**config.mk**
```make
export PLATFORM = sky130hd
export DESIGN_NAME = brc_unit
export DESIGN_NICKNAME = d
export VERILOG_FILES = /design/src/rtl/brc_pkg.sv /design/src/rtl/brc_cond_eval.sv /design/src/rtl/brc_target_gen.sv /design/src/rtl/brc_unit.sv
export SDC_FILE = /design/constraint.sdc
export NUM_CORES = 1
export LEC_CHECK = 0
export BUFFER_PORTS_ARGS = -buffer_cell sky130_fd_sc_hd__buf_2
export CORE_UTILIZATION = 30
export DETAILED_ROUTE_END_ITERATION = 8
export HOLD_SLACK_MARGIN = 0.12
export PLACE_DENSITY = 0.58
export SETUP_SLACK_MARGIN = 0.15
export SYNTH_ARGS = -nofsm -noshare
export SYNTH_HDL_FRONTEND = slang
export SYNTH_SLANG_ARGS = --single-unit
```
**constraint.sdc**
```tcl
create_clock -name clk -period 6.06 [get_ports clk]
set_clock_uncertainty 0.05 [all_clocks]
set_input_delay 0.606 -clock clk [delete_from_list [all_inputs] [get_ports clk]]
set_output_delay 0.606 -clock clk [all_outputs]
set_load 0.05 [all_outputs]
```
**src/rtl/brc_pkg.sv**
```systemverilog
package brc_pkg;

    localparam int unsigned SEL_W = 4;

    typedef enum logic [SEL_W-1:0] {
        SEL_RSVD0 = 4'h0,
        SEL_LT    = 4'h1,
        SEL_EQ    = 4'h2,
        SEL_LE    = 4'h3,
        SEL_GT    = 4'h4,
        SEL_NE    = 4'h5,
        SEL_GE    = 4'h6,
        SEL_ALW   = 4'h7,
        SEL_OVF   = 4'h8,
        SEL_NOVF  = 4'h9,
        SEL_CRY   = 4'hA,
        SEL_NCRY  = 4'hB,
        SEL_RSVDC = 4'hC,
        SEL_RSVDD = 4'hD,
        SEL_RSVDE = 4'hE,
        SEL_RSVDF = 4'hF
    } cond_sel_e;

    typedef struct packed {
        logic neg;
        logic zero;
        logic ovf;
        logic cry;
    } flags_t;

    // Signed "less than" after a compare: the sign flag, corrected by overflow.
    function automatic logic signed_less(input flags_t f);
        return f.neg ^ f.ovf;
    endfunction

    function automatic logic signed_less_eq(input flags_t f);
        return signed_less(f) | f.zero;
    endfunction

    function automatic logic cond_holds(input cond_sel_e sel, input flags_t f);
        logic res;
        unique case (sel)
            SEL_LT:   res = signed_less(f);
            SEL_EQ:   res = f.zero;
            SEL_LE:   res = signed_less_eq(f);
            SEL_GT:   res = ~signed_less_eq(f);
            SEL_NE:   res = ~f.zero;
            SEL_GE:   res = ~signed_less(f);
            SEL_ALW:  res = 1'b1;
            SEL_OVF:  res = f.ovf;
            SEL_NOVF: res = ~f.ovf;
            SEL_CRY:  res = f.cry;
            SEL_NCRY: res = ~f.cry;
            default:  res = 1'b0;
        endcase
        return res;
    endfunction

endpackage

```
**src/rtl/brc_cond_eval.sv**
```systemverilog
module brc_cond_eval
    import brc_pkg::*;
(
    input  logic [SEL_W-1:0] sel_i,
    input  flags_t           flags_i,
    output logic             taken_o
);
    cond_sel_e sel;

    always_comb begin
        sel     = cond_sel_e'(sel_i);
        taken_o = cond_holds(sel, flags_i);
    end
endmodule

```
**src/rtl/brc_target_gen.sv**
```systemverilog
module brc_target_gen #(
    parameter int unsigned ADDR_W     = 32,
    parameter int unsigned DISP_W     = 8,
    parameter int unsigned UNIT_SHIFT = 2
) (
    input  logic [ADDR_W-1:0] word_addr_i,
    input  logic [DISP_W-1:0] disp_i,
    output logic [ADDR_W-1:0] target_o
);
    localparam int unsigned UNIT_BYTES = 1 << UNIT_SHIFT;
    localparam int unsigned REL_W      = DISP_W + 1;
    localparam logic [ADDR_W-1:0] LOW_MASK = ADDR_W'(UNIT_BYTES - 1);

    logic [ADDR_W-1:0] base;
    logic [REL_W-1:0]  rel;
    logic [ADDR_W-1:0] rel_ext;
    logic [ADDR_W-1:0] offset;

    // The "+1 word" step is folded into the narrow displacement.
    // Only one full-width adder remains.
    always_comb begin
        base     = word_addr_i & ~LOW_MASK;
        rel      = {disp_i[DISP_W-1], disp_i} + {{DISP_W{1'b0}}, 1'b1};
        rel_ext  = {{(ADDR_W-REL_W){rel[REL_W-1]}}, rel};
        offset   = rel_ext << UNIT_SHIFT;
        target_o = base + offset;
    end
endmodule

```
**src/rtl/brc_unit.sv**
```systemverilog
module brc_unit
    import brc_pkg::*;
#(
    parameter int unsigned ADDR_W     = 32,
    parameter int unsigned DISP_W     = 8,
    parameter int unsigned UNIT_SHIFT = 2
) (
    input  logic              clk,
    input  logic              rst,
    input  logic              valid_i,
    input  logic [3:0]        sel_i,
    input  logic [DISP_W-1:0] disp_i,
    input  logic [ADDR_W-1:0] word_addr_i,
    input  logic              flag_n_i,
    input  logic              flag_z_i,
    input  logic              flag_v_i,
    input  logic              flag_c_i,
    output logic              done_o,
    output logic              taken_o,
    output logic [ADDR_W-1:0] target_o
);
    localparam logic [ADDR_W-1:0] LOW_MASK = ADDR_W'((1 << UNIT_SHIFT) - 1);

    flags_t            flags;
    logic              taken_c;
    logic [ADDR_W-1:0] target_c;

    assign flags = '{neg: flag_n_i, zero: flag_z_i, ovf: flag_v_i, cry: flag_c_i};

    brc_cond_eval u_cond (
        .sel_i   (sel_i),
        .flags_i (flags),
        .taken_o (taken_c)
    );

    brc_target_gen #(
        .ADDR_W     (ADDR_W),
        .DISP_W     (DISP_W),
        .UNIT_SHIFT (UNIT_SHIFT)
    ) u_tgt (
        .word_addr_i (word_addr_i),
        .disp_i      (disp_i),
        .target_o    (target_c)
    );

    always_ff @(posedge clk) begin
        if (rst) begin
            done_o   <= 1'b0;
            taken_o  <= 1'b0;
            target_o <= '0;
        end else begin
            done_o <= valid_i;
            if (valid_i) begin
                taken_o  <= taken_c;
                target_o <= target_c;
            end
        end
    end

    p_done_after_valid_r2: assert property (@(posedge clk) disable iff (rst)
        valid_i |=> done_o);
    p_done_idle_r2: assert property (@(posedge clk) disable iff (rst)
        !valid_i |=> !done_o);
    p_hold_between_r9: assert property (@(posedge clk) disable iff (rst)
        !valid_i |=> ($stable(taken_o) && $stable(target_o)));
    p_target_aligned_r3: assert property (@(posedge clk) disable iff (rst)
        done_o |-> ((target_o & LOW_MASK) == '0));
    p_always_taken_r7: assert property (@(posedge clk) disable iff (rst)
        (valid_i && sel_i == 4'h7) |=> taken_o);
    p_reserved_never_r8: assert property (@(posedge clk) disable iff (rst)
        (valid_i && (sel_i == 4'h0 || sel_i >= 4'hC)) |=> !taken_o);
    p_eq_follows_z_r6: assert property (@(posedge clk) disable iff (rst)
        (valid_i && sel_i == 4'h2) |=> (taken_o == $past(flag_z_i)));
endmodule

```
### Word-level counts from Yosys, hierarchy flattened

Cells that the tools add are included.

| word-level totals | value |
|---|---|
| bits in registers | 34 |
| word-level logic and storage cells | 24 |
| output and inout bits | 34 |

| operators by class | value |
|---|---|
| eq/ne operators | 11 |
| multiplexer cells | 1 |
| $add $sub $neg | 2 |
| bitwise operators | 7 |

Operators by type and width:

| kind | count |
|---|---|
| 32-bit adder | 1 |
| 4-bit by 3-bit == test with 1-bit output (second input constant) | 4 |
| 4-bit == test (second input constant) | 4 |
| 1-bit case mux with 11 select lines | 1 |
| 8-bit by 2-bit adder with 9-bit output (second input constant) | 1 |
| 4-bit by 2-bit == test with 1-bit output (second input constant) | 2 |
| 1-bit NOT | 5 |
| 4-bit by 1-bit == test with 1-bit output (second input constant) | 1 |
| 1-bit bitwise OR | 1 |
| 1-bit XOR | 1 |

### Depth between registers and ports, before layout

Gate-level depths: netlist of run 1.

| depth | value |
|---|---|
| word-level depth | 4 |
| depth in mapped cells | 13 |
| depth with buffers taken out | 12 |

### By module

Synthesis of run 1 repeated with hierarchy kept, for this count alone.

| second synthesis, totals | value |
|---|---|
| cell total of the unflattened synthesis | 375 |
| area total of the unflattened synthesis | 3159.3 um2 |

By module, submodules not included:

| module | area an instance (um2) | cells an instance | instances | sequential area each (um2) |
|---|---|---|---|---|
| brc_target_gen | 1795.5 | 244 | 1 | 0.0 |
| brc_unit | 1229.9 | 109 | 1 | 680.7 |
| brc_cond_eval | 133.9 | 22 | 1 | 0.0 |

### Least setup slack after synthesis of run 1

No wires, ideal clock.

| timing path | value |
|---|---|
| path kind | input-to-reg |
| from | input disp_i[0] |
| to | register target_o[29] |
| required time | 5.883 ns |
| path slack | 1.375 ns |
| path buffers | 1 |
| stages on the path | 13 |
| data arrival time | 4.508 ns |
| path through | ha_1 -> nand2_1 -> nor2_1 -> a21boi_0 -> ha_1 -> buf_4 -> nand2_1 -> o21ai_1 -> nor4_2 -> a31oi_4 -> o211ai_4 -> a21oi_1 -> or3b_1 |

| on the way | value |
|---|---|
| longest elaborated chain between the ends | 2 |

RTL lines:

| item | line | source |
|---|---|---|
| start, declared | brc_unit.sv:12 | `input logic [DISP_W-1:0] disp_i,` |
| 8-bit by 2-bit adder with 9-bit output | brc_target_gen.sv:23 | `rel = {disp_i[DISP_W-1], disp_i} + {{DISP_W{1'b0}}, 1'b1};` |
| 32-bit adder | brc_target_gen.sv:26 | `target_o = base + offset;` |
| end signal, assigned | brc_unit.sv:55 | `target_o <= target_c;` |
| end, declared | brc_unit.sv:20 | `output logic [ADDR_W-1:0] target_o` |

No other way between the ends.
A chain may end at the register's enable or synchronous reset.

### Worst setup path in the final report of run 1

| timing path | value |
|---|---|
| from | input disp_i[0] |
| to | register target_o[31] |

The elaborated chain is that of the path after synthesis.

==> results of run 1 <==
-- metal layers --
metal / wire length (um) / vias up / track usage (%)
li1: - / 1613 / -
met1: 4320 / 1417 / 22.4
met2: 3740 / 92 / 24.9
met3: 478 / 5 / 3.40
met4: 72 / 0 / 3.62
met5: 0 / - / 0
-- state kept, by name, indices dropped and copies added (netlist names) --
register,count
target_o,30
taken_o,1
done_o,1
-- cell type report --
type	count	share of cell area, %
well taps	133	4.48
repair buffers	81	11.0
clock inverters	3	1.25
inverters	16	1.62
flip-flops and latches	32	17.3
clock buffers	5	1.85
multi-input cells	325	62.6
-- through the flow --
stage               setup slack (ns)  utilization (%)  cells
finish                          2.21             37.5    595
floorplan                       1.37                -    390
CTS                             2.24             37.5    595
global placement                1.96             36.3    587
detailed placement              1.95             36.3    587
global route                    1.92             37.5    595
-- final timing paths --
kind / depth (start not counted) / slack, ns / endpoint
hold reg to reg: 1 / 0.42 / target_o[30]
setup reg to reg: 3 / 5.03 / target_o[29]
setup / recovery: 14 / 2.21 / target_o[31]
hold / removal: 1 / 0.42 / target_o[30]
-- placed cells by master, fill, tap and decap left out, types with 5 or more instances in the layout --
cell      synthesis  layout
a211oi_1          5       5
buf_2             5      80
dfxtp_1          32      32
and3_1            5       5
o21ai_0          17      17
nor2_1           31      31
nand4_1           9       9
mux2i_1           6       6
xor2_1            5       5
xnor2_1          15      15
a21o_1           15      15
nor3_1            9       9
ha_1             33      33
clkbuf_8          0       5
a21oi_1          32      32
inv_1            15      15
nand2_1          38      38
nand3_1          16      16
o211ai_1          6       6
-- logic make-up after synthesis --
logic type	share of synthesized area, %
adder cells (fa/ha/maj)	14.0
flip-flops	20.7
other	0.121
buffers and inverters	4.57
AND/OR/NAND/NOR	22.1
multiplexers	2.30
AO/OA/AOI/OAI	30.6
XOR/XNOR	5.66
-- critical path: stages --
cell and delay, ns:
buf_2 0.12, ha_1 0.24, nand2_1 0.07, nor2_1 0.06, a21boi_2 0.77, buf_4 0.29, ha_1 0.31, a21o_1 0.24
a21o_1 0.19, a221oi_1 0.46, nand4_1 0.15, o21ai_1 0.20, xnor2_1 0.09, a211oi_1 0.21
-- power groups by stage --
| stage | sequential [mW] | combinational (mW) | clock, mW |
|---|---|---|---|
| finish | 0.245 | 0.380 | 0.220 |
| global route | 0.248 | 0.412 | 0.235 |
| CTS | 0.245 | 0.380 | 0.225 |
| detailed placement | 0.250 | 0.378 | 0 |
| global placement | 0.249 | 0.375 | 0 |
| floorplan | 0.330 | 0.208 | 0 |
==> results.md, run 1 <==
• **time the final worst path needs with I/O delays and setup** 3.85 ns
• **yosys synthesis warning count** 0
• **hold slack final** 0.423 ns
• **sequential cell area in the final layout** 641 sq um
• **switching pwr** 0.360 mW
• **number of vias after detailed routing** 3127
• **total global routing track utilization** 16.0%
• **vias in the first global route** 2842
• **weighted congestion at the end of routability-driven global placement** 0.851
• **starting density of the core** 31.2%
• **dpl hpwl** 6670 um
• **Final Setup Violations** 0
• **CP Data Required Time** 6.22 ns
• **global-route wire length before repair** 14000 um
• **Post-synth ARST share** 0%
• **slew of the pin with the lowest slew margin** 1.02 ns
• **post-layout total power** 0.845 mW
• **final instance area** 3710 sq um
• **largest fanout on the critical path** 20
• **Inserted Diodes** 0
• **area of the multi-input gates** 2320 sq um
• **initial detailed-routing violation count** 138
• **CP Capture Type** register
• **cell types with the largest area share after synthesis** dfxtp_1 (21%), ha_1 (13%), a21oi_1 (5.2%), nand2_1 (4.6%), xnor2_1 (4.2%)
• **fill cell total of the finished layout** 1085
• **Clock power frac** 26.0%
• **EDFF count, synth** 0
• **Vias per Instance** 5.26
• **worst endpoint data arrival time** 4.01 ns
• **PostCTS Resize Cnt** 0
• **DIE AREA** 10700 sq um
• **hold buffers post-CTS** 0
• **number of setup buffers added after CTS** 0
• **setup TNS after final layout** 0 ns
• **Slew Limit Headroom** 31.6%
• **Peak Freq** 260 MHz
• **total of buffers placed on input and output ports** 80
• **Setup crit start kind** input port
• **number of placement rows** 36
• **most instantiated flip-flop cell in the synthesis netlist** dfxtp_1
• **Placement Cell Area** 3600 sq um
• **post-CTS clock slew at the launch and capture registers of the worst setup and hold paths** 0.08 ns
• **ANT nets after route** 0
• **sequential-to-total area share from yosys stat** 20.7%
• **most frequent cells after synthesis** nand2_1 (38), ha_1 (33), a21oi_1 (32), dfxtp_1 (32), nor2_1 (31)
• **worst voltage drop across the vdd grid** 0.0000850 V
• **net count reported at finish** 546
• **Core Area** 9910 sq um
• **run status** finished clean
• **total DRC errors in the routed layout** 0
• **Comb pwr share** 44.9%
• **instance count of the mapped netlist** 389
• **worst hold path type** reg -> reg
• **post-synth cell types** 71
• **clock sink total** 32
• **post-synth top area cell** dfxtp_1
• **detailed-route wire length** 8610 um
• **overflow left after global routing** 0
• **Flop pwr share** 29.0%
• **mean routed wirelength per cell** 14.5 um
• **Setup crit start** disp_i[0]
• **pwr dens** 228 nW/um^2
• **internal portion of total power** 0.485 mW
• **Reg2Reg Launch Point** target_o[29]
• **flop and latch count out of synthesis** 32
• **leakage power** 1.68 nW
• **Clock Latency Late Sink** 0.30 ns
• **initial antenna violation count** 0
• **Die W** 104 um
• **cell chosen for the clock root** clkbuf_8
• **mean cell area of the mapped netlist** 7.96 sq um
• **CTS tree** yes
• **Longest Clk Path Bufs** 2
• **Crit Path Category** in -> reg
• **hold path start** target_o[30]
• **share of Yosys cell area claimed by the top area cell type** 20.7%
• **largest net degree at the start of global routing** 34
• **layout overhead on the synthesized area** 19.9%
• **Top Ports** 85
• **fraction of layout instances using a drive strength above 1** 24.0%
• **switch share** 42.6%
• **final number of hold-violating endpoints** 0
• **post-synthesis instance area** 3100 sq um
• **Max Cap Viol** 0
• **CTS buffer count** 5
• **unrepaired setup endpoints after global routing** no
• **height of the die** 104 um
• **period utilization** 63.5%
• **detailed-routing iteration count for the pre-antenna-repair pass** 4
• **most frequent cell after synthesis** nand2_1
• **final max-slew violation count** 0
• **CTS H-Tree Depth** 2
(Power assumes the default switching activity.)
==> inputs of run 2 (changes only) <==
- ABC_AREA: unset -> 1
- clock period: 6.06 -> 3.1 ns (I/O delays scaled with it)
==> results.md, run 2 <==
• **starting density of the core** 31.3%, was 31.2%
• **placed cell count** 864, was 587
• **mean routed wirelength per cell** 11.1 um, was 14.5 um
• **Die W** 112 um, was 104 um
• **total DRC errors in the routed layout** 7, was 0
• **Top Ports** 85, unchanged
• **destination of the worst register-to-register timing path** target_o[10], was target_o[29]
• **flip-flop count of the largest register, all copies and words added** 30, unchanged
• **slowest stage delay, CP** 0.37 ns, was 0.77 ns
• **Reg2Reg Launch Point** target_o[10], was target_o[29]
• **yosys synthesis warning count** 0, unchanged
• **leading cell types in the layout, fill and taps excluded** nand2_1 (205), inv_1 (125), nor2_1 (94), was buf_2 (80), nand2_1 (38), ha_1 (33)
• **ANT nets after route** 0, unchanged
• **number of setup buffers added after CTS** 0, unchanged
• **CTS tree** yes, unchanged
• **setup TNS after final layout** 0 ns, unchanged
• **biggest registers after layout** target_o (30), done_o (1), taken_o (1), unchanged
• **overflow left after global routing** 0, unchanged
• **Core Area** 11600 sq um, was 9910 sq um
• **worst voltage drop across the vdd grid** 0.000170 V, was 0.0000850 V
• **Setup crit start kind** input port, unchanged
• **hold path start** sel_i[2], was target_o[30]
• **depth of the worst register-to-register path** 4, was 3
• **CTS H-Tree Depth** 2, unchanged
• **post-synth top area cell** nand2_1, was dfxtp_1
• **cell class contributing the biggest share of worst-path delay** simple AND/OR/NAND/NOR gates, was compound AO/OA/AOI/OAI gates
• **dpl hpwl** 8330 um, was 6670 um
• **CP Cell Sequence** buf_2 > ha_1 > nand3_1 > or2_1 > nand2_1 > inv_1 > buf_12 > ha_1 > nand2_2 > inv_1 > nand2_2 > nor3_1 > nand3_1 > nand4_1 > nand3_1 > nand2_1 > inv_1, was buf_2 > ha_1 > nand2_1 > nor2_1 > a21boi_2 > buf_4 > ha_1 > a21o_1 > a21o_1 > a221oi_1 > nand4_1 > o21ai_1 > xnor2_1 > a211oi_1
• **CP Data Required Time** 3.22 ns, was 6.22 ns
• **flop and latch count out of synthesis** 32, unchanged
• **leakage power** 2.69 nW, was 1.68 nW
• **initial antenna violation count** 0, unchanged
• **sequential cell area in the final layout** 641 sq um, unchanged
• **height of the die** 112 um, was 104 um
• **fraction of layout instances using a drive strength above 1** 14.5%, was 24.0%
• **instance count of the mapped netlist** 648, was 389
• **period utilization** 85.3%
• **vias in the first global route** 3578, was 2842
• **Crit Path Category** in -> reg, unchanged
• **register bank with the most flops** target_o, unchanged
• **area of the multi-input gates** 2450 sq um, was 2320 sq um
• **most frequent cells after synthesis** nand2_1 (205), inv_1 (125), nor2_1 (94), was nand2_1 (38), ha_1 (33), a21oi_1 (32), dfxtp_1 (32), nor2_1 (31)
• **Post-synth ARST share** 0%, unchanged
• **cell chosen for the clock root** clkbuf_16, was clkbuf_8
• **final max-slew violation count** 0, unchanged
• **CP Capture Type** register, unchanged
• **worst hold path type** in -> reg, was reg -> reg
• **net count reported at finish** 813, was 546
• **fill cell total of the finished layout** 1340, was 1085
• **layout overhead on the synthesized area** 19.0%, was 19.9%
• **final number of hold-violating endpoints** 0, unchanged
• **register-to-register setup slack** 2.36 ns, was 5.03 ns
• **PostCTS Resize Cnt** 0, unchanged
• **total of buffers placed on input and output ports** 80, unchanged
• **initial detailed-routing violation count** 202, was 138
• **total global routing track utilization** 16.1%, was 16.0%
• **Inserted Diodes** 0, unchanged
• **Clock Latency Late Sink** 0.27 ns, was 0.30 ns
• **post-layout total power** 1.72 mW, was 0.845 mW
• **sequential-to-total area share from yosys stat** 17.6%, was 20.7%
• **post-synthesis instance area** 3630 sq um, was 3100 sq um
• **unrepaired setup endpoints after global routing** no, unchanged
• **largest fanout on the critical path** 17, was 20
• **leading cell type in the layout, fill and taps excluded** nand2_1, was buf_2
• **Max Cap Viol** 0, unchanged
• **detailed-route wire length** 9670 um, was 8610 um
• **worst path bufs/invs** 5, was 2
• **Max stage delay cell, worst path** ha_1, was a21boi_2
• **clock sink total** 32, unchanged
• **Vias per Instance** 4.33, was 5.26
• **violated checks** DRC
• **Hold Path Depth** 3, was 1
• **global-route wire length before repair** 16400 um, was 14000 um
• **most instantiated flip-flop cell in the synthesis netlist** dfxtp_1, unchanged
• **detailed-routing iteration count for the pre-antenna-repair pass** 7, was 4
• **DIE AREA** 12500 sq um, was 10700 sq um
• **mean cell area of the mapped netlist** 5.60 sq um, was 7.96 sq um
• **time the final worst path needs with I/O delays and setup** 2.64 ns
• **worst endpoint data arrival time** 2.76 ns, was 4.01 ns
• **final cell count without fillers** 872, was 595
• **EDFF count, synth** 0, unchanged
• **post-synth cell types** 35, was 71
• **CTS buffer count** 5, unchanged
• **share of Yosys cell area claimed by the top area cell type** 21.2%, was 20.7%
• **Peak Freq** 378 MHz
• **number of placement rows** 39, was 36
• **hold buffers post-CTS** 0, unchanged
• **post-CTS clock slew at the launch and capture registers of the worst setup and hold paths** 0.05 ns, was 0.08 ns
• **pwr dens** 398 nW/um^2, was 228 nW/um^2
• **cell types with the largest area share after synthesis** nand2_1 (21%), dfxtp_1 (18%), inv_1 (13%), ha_1 (11%), nor2_1 (9.7%), was dfxtp_1 (21%), ha_1 (13%), a21oi_1 (5.2%), nand2_1 (4.6%), xnor2_1 (4.2%)
• **most frequent cell after synthesis** nand2_1, unchanged
• **Worst Hold Endpoint** taken_o, was target_o[30]
• **Final Setup Violations** 0, unchanged
• **weighted congestion at the end of routability-driven global placement** 0.867, was 0.851
• **run status** complete, but fails checks, was finished clean
• **largest net degree at the start of global routing** 27, was 34
• **hold slack final** 0.265 ns, was 0.423 ns
• **Longest Clk Path Bufs** 2, unchanged
• **number of vias after detailed routing** 3777, was 3127
[run 2: changes by cell type after synthesis, sizes merged, moves of 6 or more]
cell | before | now
a21o | 15 | 4
inv | 15 | 125
nand2 | 38 | 212
mux2i | 6 | 0
nor3 | 9 | 3
xor2 | 5 | 16
xnor2 | 15 | 3
a21oi | 36 | 29
buf | 10 | 4
o211ai | 10 | 1
nand3 | 16 | 44
nor2 | 31 | 97
[run 2: where the power goes]
| part | internal (mW) | total, mW | leakage, nW | switching [mW] |
|---|---|---|---|---|
| registers | 0.453 | 0.472 | 0.266 | 0.0187 |
| logic | 0.241 | 0.768 | 2.35 | 0.526 |
| clock network | 0.320 | 0.482 | 0.0712 | 0.162 |
[run 2: area by class of cell]
class | count | share of cell area [%]
multi-input cells | 481 | 56.7
flip-flops and latches | 32 | 14.8
inverters | 125 | 10.9
clock buffers | 8 | 3.39
well taps | 143 | 4.14
repair buffers | 83 | 10.1
[run 2: worst max path at each step]
stage	startpoint	to	slack [ns]	depth (start not counted)
detailed placement	disp_i[0]	target_o[31]	0.20	20
CTS	disp_i[0]	target_o[31]	0.47	20
floorplan	disp_i[0]	target_o[20]	0.48	16
global placement	disp_i[0]	target_o[27]	0.18	17
finish	disp_i[0]	target_o[26]	0.46	17
global route	disp_i[0]	target_o[29]	0.16	16
[run 2: stage by stage]
step | utilization [%] | setup slack (ns) | instance area (sq um)
final | 37.2 | 0.456 | 4320
after global routing | 37.2 | 0.160 | 4320
after CTS | 37.2 | 0.466 | 4320
after detailed placement | 35.9 | 0.204 | 4170
after global placement | 35.9 | 0.180 | 4170
after floorplan | - | 0.483 | 3630
[run 2: kinds of logic (layout without fill, tap and decap cells)]
group | after synthesis | count (layout) | share of synthesized area, %
compound gates | 59 | 59 | 8.75
xor+xnor | 19 | 19 | 4.58
fa+ha+maj | 34 | 34 | 11.9
buf+inv | 136 | 216 | 15.0
flops | 32 | 32 | 17.6
other cells | 1 | 2 | 0.103
simple gates | 367 | 367 | 42.0
[run 2: worst register-to-register path, stage by stage (launching register included)]
cell     delay [ns]
dfxtp_1        0.31
nor2_1         0.10
nor2_1         0.04
o21ai_0        0.08
inv_1          0.05
[run 2: routing by layer]
layer	track usage, %	vias to the layer above	share of wire (%)
li1	-	2135	-
met1	21.8	1578	51
met2	27.3	58	44
met3	1.30	6	3.4
met4	4.53	0	0.92
met5	0	-	0
==> inputs of run 3 (changes only) <==
- ABC_AREA: 1 -> 0
- MAX_ROUTING_LAYER: unset -> met4
- PLACE_DENSITY: 0.58 -> 0.59
- TNS_END_PERCENT: unset -> 100
==> results.md, run 3 (synthesized netlist as in run 1, its figures left out) <==
• **run status** finished clean, was complete, but fails checks
• **worst hold path type** in -> reg, unchanged
• **initial antenna violation count** 0, unchanged
• **CTS H-Tree Depth** 2, unchanged
• **register bank with the most flops** target_o, unchanged
• **Core Area** 9910 sq um, was 11600 sq um
• **total global routing track utilization** 19.6%, was 16.1%
• **worst endpoint data arrival time** 2.95 ns, was 2.76 ns
• **detailed-routing iteration count for the pre-antenna-repair pass** 4, was 7
• **switching pwr** 0.748 mW, was 0.707 mW
• **Setup crit start kind** input port, unchanged
• **Inserted Diodes** 0, unchanged
• **final number of hold-violating endpoints** 0, unchanged
• **Peak Freq** 356 MHz, was 378 MHz
• **final max-slew violation count** 0, unchanged
• **starting density of the core** 31.2%, was 31.3%
• **Reg2Reg Launch Point** target_o[29], was target_o[10]
• **CP Data Required Time** 3.24 ns, was 3.22 ns
• **clock sink total** 32, unchanged
• **DIE AREA** 10700 sq um, was 12500 sq um
• **destination of the worst register-to-register timing path** target_o[29], was target_o[10]
• **fill cell total of the finished layout** 1050, was 1340
• **final cell count without fillers** 638, was 872
• **layout overhead on the synthesized area** 34.9%, was 19.0%
• **register-to-register setup slack** 2.08 ns, was 2.36 ns
• **global-route wire length before repair** 16600 um, was 16400 um
• **placed cell count** 622, was 864
• **total DRC errors in the routed layout** 0, was 7
• **post-CTS clock slew at the launch and capture registers of the worst setup and hold paths** 0.08 ns, was 0.05 ns
• **CP Capture Type** register, unchanged
• **weighted congestion at the end of routability-driven global placement** 0.860, was 0.867
• **leakage power** 1.90 nW, was 2.69 nW
• **CTS buffer count** 5, unchanged
• **overflow left after global routing** 0, unchanged
• **Flop pwr share** 28.6%, was 27.4%
• **Vias per Instance** 5.24, was 4.33
• **Clock power frac** 20.8%, was 28.0%
• **CTS tree** yes, unchanged
• **total of buffers placed on input and output ports** 80, unchanged
• **leading cell type in the layout, fill and taps excluded** buf_2, was nand2_1
• **unrepaired setup endpoints after global routing** no, unchanged
• **slew of the pin with the lowest slew margin** 0.781 ns
• **height of the die** 104 um, was 112 um
• **initial detailed-routing violation count** 198, was 202
• **Final Setup Violations** 0, unchanged
• **switch share** 44.5%, was 41.1%
• **worst voltage drop across the vdd grid** 0.000267 V, was 0.000170 V
• **Slew Limit Headroom** 47.9%
• **flip-flop count of the largest register, all copies and words added** 30, unchanged
• **Clock Latency Late Sink** 0.30 ns, was 0.27 ns
• **ANT nets after route** 0, unchanged
• **net count reported at finish** 589, was 813
• **period utilization** 90.6%, was 85.3%
• **cell chosen for the clock root** clkbuf_8, was clkbuf_16
• **internal portion of total power** 0.934 mW, was 1.01 mW
• **biggest registers after layout** target_o (30), done_o (1), taken_o (1), unchanged
• **Crit Path Category** in -> reg, unchanged
• **Die W** 104 um, was 112 um
• **largest fanout on the critical path** 10, was 17
• **Longest Clk Path Bufs** 2, unchanged
• **mean routed wirelength per cell** 15.6 um, was 11.1 um
• **area of the multi-input gates** 2500 sq um, was 2450 sq um
• **leading cell types in the layout, fill and taps excluded** buf_2 (80), buf_4 (43), nand2_1 (36), was nand2_1 (205), inv_1 (125), nor2_1 (94)
• **dpl hpwl** 7600 um, was 8330 um
• **Comb pwr share** 50.6%, was 44.6%
• **Setup crit start** disp_i[1], was disp_i[0]
• **setup TNS after final layout** 0 ns, unchanged
• **number of vias after detailed routing** 3343, was 3777
• **number of placement rows** 36, was 39
• **fraction of layout instances using a drive strength above 1** 33.9%, was 14.5%
• **Max Cap Viol** 0, unchanged
• **largest net degree at the start of global routing** 33, was 27
• **depth of the worst register-to-register path** 3, was 4
• **Top Ports** 85, unchanged
• **pwr dens** 402 nW/um^2, was 398 nW/um^2
• **time the final worst path needs with I/O delays and setup** 2.81 ns, was 2.64 ns
• **capturing instance or port of the critical path** target_o[29], was target_o[26]
• **sequential cell area in the final layout** 641 sq um, unchanged
• **detailed-route wire length** 9950 um, was 9670 um
• **vias in the first global route** 3393, was 3578
[run 3: changes by cell type in the layout (fill, tap and decap cells not counted), sizes merged, moves of 6 or more]
cell,change
nand2,-174
xnor2,+12
inv,-110
nor3,+6
buf,+40
xor2,-11
mux2i,+6
a21oi,+7
nor2,-66
nand3,-28
a21o,+11
o211ai,+9
[run 3: repair_timing]
| item | CTS | global route |
|---|---|---|
| setup endpoints to repair | 9 | 10 |
| gates cloned | 1 | 0 |
| pin swaps | 1 | 7 |
| buffers inserted | 0 | 7 |
| gates resized for setup | 0 | 7 |
| hold buffers | 0 | 0 |
[run 3: worst max-delay path, stage by stage]
cell	delay, ns
buf_2	0.12
ha_4	0.16
nand2_2	0.08
nor2_4	0.07
a21boi_4	0.34
buf_4	0.19
ha_4	0.21
a21oi_4	0.20
o21ai_4	0.10
nor4_4	0.30
a31oi_4	0.18
o211ai_4	0.25
a21oi_1	0.10
or3b_1	0.35
[run 3: layer usage]
layer	wire, um	GRT usage, %	up-vias
li1	-	-	1685
met1	4750	25.1	1543
met2	4480	30.6	103
met3	565	4.09	12
met4	159	6.63	0
met5	0	-	-
[run 3: power groups by stage]
stage,clock network [mW],logic [mW],registers (mW)
floorplan,0,0.438,0.646
global placement,0,0.821,0.489
detailed placement,0,0.828,0.491
CTS,0.355,0.837,0.481
global route,0.371,0.922,0.487
finish,0.350,0.850,0.481
[run 3: stage by stage]
stage          cell area, sq um  power (mW)  utilization [%]  setup slack (ns)  hold WS [ns]
3_5_place_dp               4000        1.32             40.3            -0.298         0.406
4_1_cts                    4100        1.67             41.3             0.161         0.284
3_3_place_gp               4000        1.31             40.3            -0.277         0.407
2_1_floorplan              3250        1.08                -             0.151         0.467
6_report                   4180        1.68             42.2             0.290         0.280
5_1_grt                    4180        1.78             42.2             0.157         0.316
[run 3: worst min-delay path by stage]
stage                 start           end  slack (ns)  cells past startpoint
6_report           sel_i[2]       taken_o        0.28                      4
4_1_cts            sel_i[2]       taken_o        0.28                      4
2_1_floorplan       valid_i        done_o        0.47                      2
3_5_place_dp   target_o[11]  target_o[11]        0.41                      2
5_1_grt            sel_i[2]       taken_o        0.32                      4
3_3_place_gp   target_o[11]  target_o[11]        0.41                      2
[run 3: final cells by class]
type	instances	share of cell area, %
multi-input cells	326	59.8
repair buffers	123	17.3
flip-flops and latches	32	15.3
well taps	133	3.98
clock buffers	6	1.74
inverters	16	1.44
clock inverters	2	0.389
